## src/rtl/refsch_pkg.sv

```systemverilog
package refsch_pkg;

    typedef enum logic [3:0] {
        ST_IDLE  = 4'd0,
        ST_REQ   = 4'd1,
        ST_AREF  = 4'd2,
        ST_TRFC  = 4'd3,
        ST_SRPRE = 4'd4,
        ST_SRENT = 4'd5,
        ST_SELF  = 4'd6,
        ST_XNR   = 4'd7,
        ST_XRD   = 4'd8
    } rs_state_t;

    // command pin bundle {cs_n, ras_n, cas_n, we_n}
    typedef struct packed {
        logic cs_n;
        logic ras_n;
        logic cas_n;
        logic we_n;
    } cmd_pins_t;

    localparam cmd_pins_t PINS_DESEL = '{cs_n: 1'b1, ras_n: 1'b1, cas_n: 1'b1, we_n: 1'b1};
    localparam cmd_pins_t PINS_REF   = '{cs_n: 1'b0, ras_n: 1'b0, cas_n: 1'b0, we_n: 1'b1};

endpackage

```

## src/rtl/refi_timer.sv

```systemverilog
module refi_timer #(
    parameter int CNT_W = 16
) (
    input  logic             clk,
    input  logic             rst_n,
    input  logic [CNT_W-1:0] limit_i,
    output logic             tick_o
);
    logic [CNT_W-1:0] cnt_q;
    logic             last;

    // the limit may shrink while counting; >= keeps the wrap bounded
    assign last   = ({1'b0, cnt_q} + {{CNT_W{1'b0}}, 1'b1}) >= {1'b0, limit_i};
    assign tick_o = last;

    always_ff @(posedge clk) begin
        if (!rst_n) begin
            cnt_q <= '0;
        end else if (last) begin
            cnt_q <= '0;
        end else begin
            cnt_q <= cnt_q + 1'b1;
        end
    end
endmodule

```

## src/rtl/refresh_backlog.sv

```systemverilog
module refresh_backlog #(
    parameter int MAX_PEND = 8,
    parameter int PEND_W   = $clog2(MAX_PEND + 1)
) (
    input  logic              clk,
    input  logic              rst_n,
    input  logic              inc_i,
    input  logic              dec_i,
    input  logic              clr_i,
    output logic [PEND_W-1:0] pend_o,
    output logic              full_o
);
    localparam logic [PEND_W-1:0] TOP = PEND_W'(MAX_PEND);

    logic [PEND_W-1:0] pend_q;

    assign pend_o = pend_q;
    assign full_o = (pend_q == TOP);

    always_ff @(posedge clk) begin
        if (!rst_n || clr_i) begin
            pend_q <= '0;
        end else if (inc_i && !dec_i) begin
            if (pend_q != TOP) begin
                pend_q <= pend_q + 1'b1;
            end
        end else if (dec_i && !inc_i) begin
            if (pend_q != '0) begin
                pend_q <= pend_q - 1'b1;
            end
        end
    end
endmodule

```

## src/rtl/wait_timer.sv

```systemverilog
module wait_timer #(
    parameter int CNT_W = 8
) (
    input  logic             clk,
    input  logic             rst_n,
    input  logic             load_i,
    input  logic [CNT_W-1:0] val_i,
    output logic             zero_o
);
    logic [CNT_W-1:0] cnt_q;

    assign zero_o = (cnt_q == '0);

    always_ff @(posedge clk) begin
        if (!rst_n) begin
            cnt_q <= '0;
        end else if (load_i) begin
            cnt_q <= val_i;
        end else if (cnt_q != '0) begin
            cnt_q <= cnt_q - 1'b1;
        end
    end
endmodule

```

## src/rtl/refresh_sched.sv

```systemverilog
module refresh_sched
    import refsch_pkg::*;
#(
    parameter int REFI_W   = 16,
    parameter int RFC_CYC  = 14,
    parameter int XSRD_CYC = 200,
    parameter int MAX_PEND = 8,
    localparam int PEND_W  = $clog2(MAX_PEND + 1)
) (
    input  logic              clk,
    input  logic              rst_n,
    input  logic [REFI_W-1:0] refi_limit_i,
    input  logic              sr_req_i,
    input  logic              ref_gnt_i,
    input  logic              all_idle_i,
    output logic              ref_req_o,
    output logic              ref_urgent_o,
    output logic              pre_all_o,
    output logic              cmd_valid_o,
    output logic              cs_n_o,
    output logic              ras_n_o,
    output logic              cas_n_o,
    output logic              we_n_o,
    output logic              cke_o,
    output logic              bus_free_o,
    output logic              read_ok_o,
    output logic              sr_active_o,
    output logic [PEND_W-1:0] pending_o
);
    localparam int XSNR_CYC = RFC_CYC + 1;
    localparam int TMR_W    = $clog2(XSRD_CYC + 1);

    // each load value is the length of the next state minus one
    localparam logic [TMR_W-1:0] LD_TRFC = TMR_W'(RFC_CYC - 2);
    localparam logic [TMR_W-1:0] LD_XNR  = TMR_W'(XSNR_CYC - 1);
    localparam logic [TMR_W-1:0] LD_XRD  = TMR_W'(XSRD_CYC - XSNR_CYC - 1);

    rs_state_t         state_q, state_d;
    logic              tick;
    logic              bl_inc, bl_dec, bl_clr, bl_full;
    logic              tmr_load, tmr_zero;
    logic [TMR_W-1:0]  tmr_val;
    logic              grant_ok;
    cmd_pins_t         pins;

    assign grant_ok = ref_gnt_i && all_idle_i;

    refi_timer #(.CNT_W(REFI_W)) u_refi (
        .clk     (clk),
        .rst_n   (rst_n),
        .limit_i (refi_limit_i),
        .tick_o  (tick)
    );

    // ticks are dropped while the device refreshes itself
    assign bl_inc = tick && (state_q != ST_SRENT) && (state_q != ST_SELF);
    assign bl_dec = (state_q == ST_AREF);
    assign bl_clr = (state_q == ST_SRENT);

    refresh_backlog #(.MAX_PEND(MAX_PEND), .PEND_W(PEND_W)) u_backlog (
        .clk    (clk),
        .rst_n  (rst_n),
        .inc_i  (bl_inc),
        .dec_i  (bl_dec),
        .clr_i  (bl_clr),
        .pend_o (pending_o),
        .full_o (bl_full)
    );

    wait_timer #(.CNT_W(TMR_W)) u_wait (
        .clk    (clk),
        .rst_n  (rst_n),
        .load_i (tmr_load),
        .val_i  (tmr_val),
        .zero_o (tmr_zero)
    );

    // state register
    always_ff @(posedge clk) begin
        if (!rst_n) begin
            state_q <= ST_IDLE;
        end else begin
            state_q <= state_d;
        end
    end

    // next state and timer loads
    always_comb begin
        state_d  = state_q;
        tmr_load = 1'b0;
        tmr_val  = '0;
        unique case (state_q)
            ST_IDLE: begin
                if (sr_req_i) begin
                    state_d = ST_SRPRE;
                end else if (pending_o != '0) begin
                    state_d = ST_REQ;
                end
            end
            ST_REQ: begin
                if (sr_req_i) begin
                    state_d = ST_SRPRE;
                end else if (grant_ok) begin
                    state_d = ST_AREF;
                end
            end
            ST_AREF: begin
                state_d  = ST_TRFC;
                tmr_load = 1'b1;
                tmr_val  = LD_TRFC;
            end
            ST_TRFC: begin
                if (tmr_zero) begin
                    state_d = ST_IDLE;
                end
            end
            ST_SRPRE: begin
                if (!sr_req_i) begin
                    state_d = ST_IDLE;
                end else if (grant_ok) begin
                    state_d = ST_SRENT;
                end
            end
            ST_SRENT: begin
                state_d = ST_SELF;
            end
            ST_SELF: begin
                if (!sr_req_i) begin
                    state_d  = ST_XNR;
                    tmr_load = 1'b1;
                    tmr_val  = LD_XNR;
                end
            end
            ST_XNR: begin
                if (tmr_zero) begin
                    state_d  = ST_XRD;
                    tmr_load = 1'b1;
                    tmr_val  = LD_XRD;
                end
            end
            ST_XRD: begin
                if (tmr_zero) begin
                    state_d = ST_IDLE;
                end
            end
            default: begin
                state_d = ST_IDLE;
            end
        endcase
    end

    // outputs decoded from the state
    always_comb begin
        ref_req_o   = 1'b0;
        pre_all_o   = 1'b0;
        cmd_valid_o = 1'b0;
        pins        = PINS_DESEL;
        cke_o       = 1'b1;
        bus_free_o  = 1'b1;
        read_ok_o   = 1'b1;
        sr_active_o = 1'b0;
        unique case (state_q)
            ST_IDLE: begin
            end
            ST_REQ, ST_SRPRE: begin
                ref_req_o = 1'b1;
                pre_all_o = 1'b1;
            end
            ST_AREF: begin
                cmd_valid_o = 1'b1;
                pins        = PINS_REF;
                bus_free_o  = 1'b0;
                read_ok_o   = 1'b0;
            end
            ST_TRFC, ST_XNR: begin
                bus_free_o = 1'b0;
                read_ok_o  = 1'b0;
            end
            ST_SRENT: begin
                cmd_valid_o = 1'b1;
                pins        = PINS_REF;
                cke_o       = 1'b0;
                bus_free_o  = 1'b0;
                read_ok_o   = 1'b0;
            end
            ST_SELF: begin
                cke_o       = 1'b0;
                sr_active_o = 1'b1;
                bus_free_o  = 1'b0;
                read_ok_o   = 1'b0;
            end
            ST_XRD: begin
                read_ok_o = 1'b0;
            end
            default: begin
            end
        endcase
    end

    assign ref_urgent_o = bl_full;
    assign cs_n_o       = pins.cs_n;
    assign ras_n_o      = pins.ras_n;
    assign cas_n_o      = pins.cas_n;
    assign we_n_o       = pins.we_n;

endmodule

```

## config.mk

```make
export PLATFORM = sky130hd
export DESIGN_NAME = refresh_sched
export DESIGN_NICKNAME = d
export VERILOG_FILES = /design/src/rtl/refsch_pkg.sv /design/src/rtl/refi_timer.sv /design/src/rtl/refresh_backlog.sv /design/src/rtl/wait_timer.sv /design/src/rtl/refresh_sched.sv
export SDC_FILE = /design/constraint.sdc
export NUM_CORES = 1
export LEC_CHECK = 0
export BUFFER_PORTS_ARGS = -buffer_cell sky130_fd_sc_hd__buf_4
export CAP_MARGIN = 20
export CORE_MARGIN = 3
export CORE_UTILIZATION = 40
export CTS_CLUSTER_DIAMETER = 200
export CTS_CLUSTER_SIZE = 25
export DETAILED_ROUTE_END_ITERATION = 8
export HOLD_SLACK_MARGIN = 0.06
export SETUP_SLACK_MARGIN = 0.4
export SKIP_CTS_REPAIR_TIMING = 1
export SLEW_MARGIN = 25
export SYNTH_ARGS = -nofsm -noshare
export SYNTH_HDL_FRONTEND = slang
export SYNTH_SLANG_ARGS = --single-unit
```

## constraint.sdc

```tcl
create_clock -name clk -period 7 [get_ports clk]
set_clock_uncertainty 0.1 [all_clocks]
set_input_delay 1.05 -clock clk [delete_from_list [all_inputs] [get_ports clk]]
set_output_delay 1.05 -clock clk [all_outputs]
set_load 0.01 [all_outputs]
```

==> metrics.md <==
| Metric | Value |
|---|---|
| EDFF count, synth | `0` |
| Critical path's slowest cell | `o211ai_1` |
| Die area | `0.00667 sq mm` |
| Total Neg Setup Slack | `0 ns` |
| Worst setup SP type | `register` |
| TritonCTS Sinks | `32` |
| Clk_lat worst skew | `0.28 ns` |
| Syn Nets | `327` |
| Post-DRT Antenna Nets | `0` |
| # DRC | `0` |
| Yosys warning count | `0` |
| Final Wtd Congestion | `approximately 0.74` |
| Final Slew Violations | `0` |
| Syn_area_per_cell | `8.03 sq um` |
| Post-Synthesis Cells | `285` |
| # setup viols final | `0` |
| Initial antenna violation count | `0` |
| Unrepaired setup endpoints after global routing | `false` |
| Port-buffer cells | `35` |
| Leak | `1.24 nW` |
| Die height | `just over 80 um` |
| Number of DRC markers in iteration 0 | `84` |
| Fmax | `225 MHz` |
| N_diodes | `0` |
| Slew headroom | `around 43%` |
| WL/cell | `12.0 um` |
| Period utilization | `63.4%` |
| Max-cap violation count | `0` |
| # nets final | `357` |
| Stages on worst setup path | `15` |
| Clk root buf | `clkbuf_8` |
| Hold crit path type | `register to register` |
| Final Hold Viols | `0` |
| Period minus WS final | `4.44 ns` |
| Grt ovf | `0` |
| Ys async rst share | `0%` |
| Sequential-to-total area share from yosys stat | `between 20% and 30%` |
| Most frequent CP cell | `ha_1` |
| CTS Buf Count | `5` |
| Starting Density | `42.9%` |
| Fill cells | `557` |
| PD cells | `253 mW/mm^2` |
| Dpl hpwl | `3.58 mm` |
| Vias | `1959` |
| Fraction of final layout cells sized beyond drive strength 1 | `18.0%` |
| Crit path DAT | `4.55 ns` |
| Worst path max stage delay | `between 0.6 and 0.7 ns` |
| First-pass GRT wire length | `between 7 and 8 mm` |
| CP Cell Sequence | `ha_1 -> and3_1 -> nand4_1 -> nor2b_1 -> xor2_1 -> ha_1 -> nand3_1 -> or2_2 -> o211ai_1 -> nand2_1 -> ha_1 -> a21o_1 -> a211o_1 -> or4_1 -> nand3_1` |
| TritonCTS clock tree | `yes` |
| Clk slew on worst S/H paths | `0.06 ns` |
| CP Capture Type | `register` |
| Buf+Inv Stages, Crit Path | `0` |
| Hold Path Stages | `1` |
| Design Area, Final | `0.00271 sq mm` |
| Area after DPL | `between 0.002 and 0.003 sq mm` |
| Final cell count without fillers | `386` |
| Critical path class | `register to register` |
| Largest net degree at the start of global routing | `17` |
| Most used DFF post-synth | `dfxtp_1` |
| Vias per cell | `5.08` |
| Die width | `81.7 um` |
| Worst-margin pin slew | `0.846 ns` |
| Crit-path leading delay family | `simple AND/OR/NAND/NOR gates` |
| Routed Wire Length | `4.63 mm` |
| Worst IR Drop VDD | `approximately 0.19 mV` |
| Post-Syn Area | `0.00229 sq mm` |
| Placed cells | `378` |
| Placement row count | `26` |
| Register bit total from synthesis | `32` |
| Vias in the first global route | `between 1500 and 2000` |
| Core area | `roughly 0.0053 sq mm` |
| Crit Path Max Fanout | `13` |
| Status | `completed` |
| Total track usage | `15.0%` |
| Reg2reg path depth | `15` |
| P&R area growth vs syn | `18.1%` |
| # H-tree levels | `2` |
| Data required time of the critical path | `7.12 ns` |
| Clock Path Buffers | `2` |
| Commonest non-fill, non-tap cell in the layout | `buf_4` |
| IO Pins | `37` |
| Yosys cell types | `between 50 and 60` |
| Most frequent cells in the layout | `buf_4, dfxtp_1, inv_1` |
| Drt first pass iters | `4` |
==> routing by layer <==
| metal | wire length [um] | share of wire (%) | GRT usage, % |
|---|---|---|---|
| met1 | 2370 | 51 | 21.0 |
| met2 | 2030 | 44 | 22.9 |
| met3 | 179 | 3.9 | 3.29 |
| met4 | 49 | 1.1 | 4.49 |
| met5 | 0 | 0 | 0 |
==> final cells by class <==
type                       instances  area [sq um]  share of cell area (%)
tap                               70          87.6                    3.24
clock inverter                     1          30.0                    1.11
sequential                        32           641                    23.7
multi-input combinational        214          1490                    54.9
inverter                          27           101                    3.75
clock buffer                       7          96.3                    3.56
timing repair buffer              35           263                    9.71
==> synthesized netlist by cell type, types with 3 or more instances <==
cell type	instances	share of area, %
ha_1	20	11
a21oi_1	14	3.1
nand4_1	6	1.6
nor4_1	5	1.4
clkbuf_1	7	1.1
or4_1	3	0.98
a31oi_1	3	0.82
xnor2_1	11	4.2
nor2b_1	16	4.4
nor2_1	18	3.0
o21a_1	3	0.98
inv_1	26	4.3
nand2b_1	4	1.1
buf_4	4	1.3
and2_1	5	1.4
nand2_1	19	3.1
xor2_1	10	3.8
or2_2	4	1.1
and3_1	4	1.1
nor3_1	11	2.4
dfxtp_1	32	28
o21ai_0	8	1.7
nand3_1	13	2.8
==> final timing paths <==
| check | slack, ns | startpoint | end |
|---|---|---|---|
| worst min-delay path | 0.37 | u_refi.cnt_q[0]$_SDFF_PP0_ | u_refi.cnt_q[0]$_SDFF_PP0_ |
| worst max-delay path | 2.56 | u_refi.cnt_q[0]$_SDFF_PP0_ | u_backlog.pend_o[3]$_SDFFE_PP0P_ |
| worst min register to register | 0.37 | u_refi.cnt_q[0]$_SDFF_PP0_ | u_refi.cnt_q[0]$_SDFF_PP0_ |
| worst max register to register | 2.56 | u_refi.cnt_q[0]$_SDFF_PP0_ | u_backlog.pend_o[3]$_SDFFE_PP0P_ |
==> power by group <==
part           internal, mW  switching, mW  leakage (nW)
Sequential            0.208         0.0373         0.260
Combinational         0.131          0.117         0.918
Clock                 0.126         0.0670        0.0645
Total                 0.464          0.221          1.24
==> state kept, by name, summed over array words and instances (netlist names) <==
signal	cells
u_refi.cnt_q	16
u_wait.cnt_q	8
state_q	4
u_backlog.pend_o	4
==> cell families after synthesis <==
family / after synthesis / share of synthesized area, %
other: 1 / 0.164
XOR/XNOR: 21 / 8.03
buffers and inverters: 39 / 7.10
multiplexers: 4 / 1.86
flip-flops: 32 / 28.0
AO/OA/AOI/OAI: 46 / 13.6
adder cells (fa/ha/maj): 21 / 11.8
AND/OR/NAND/NOR: 121 / 29.5
==> per-stage QoR <==
step	hold slack, ns	util, %	power, mW	setup WS [ns]
after detailed placement	0.357	48.3	0.497	2.56
after global placement	0.350	48.3	0.495	2.69
after CTS	0.376	50.7	0.692	2.55
final	0.373	50.7	0.685	2.56
after floorplan	0.333	-	0.438	3.11
after global routing	0.399	50.7	0.738	2.18
No activity file was read; power rests on OpenSTA's default activity.
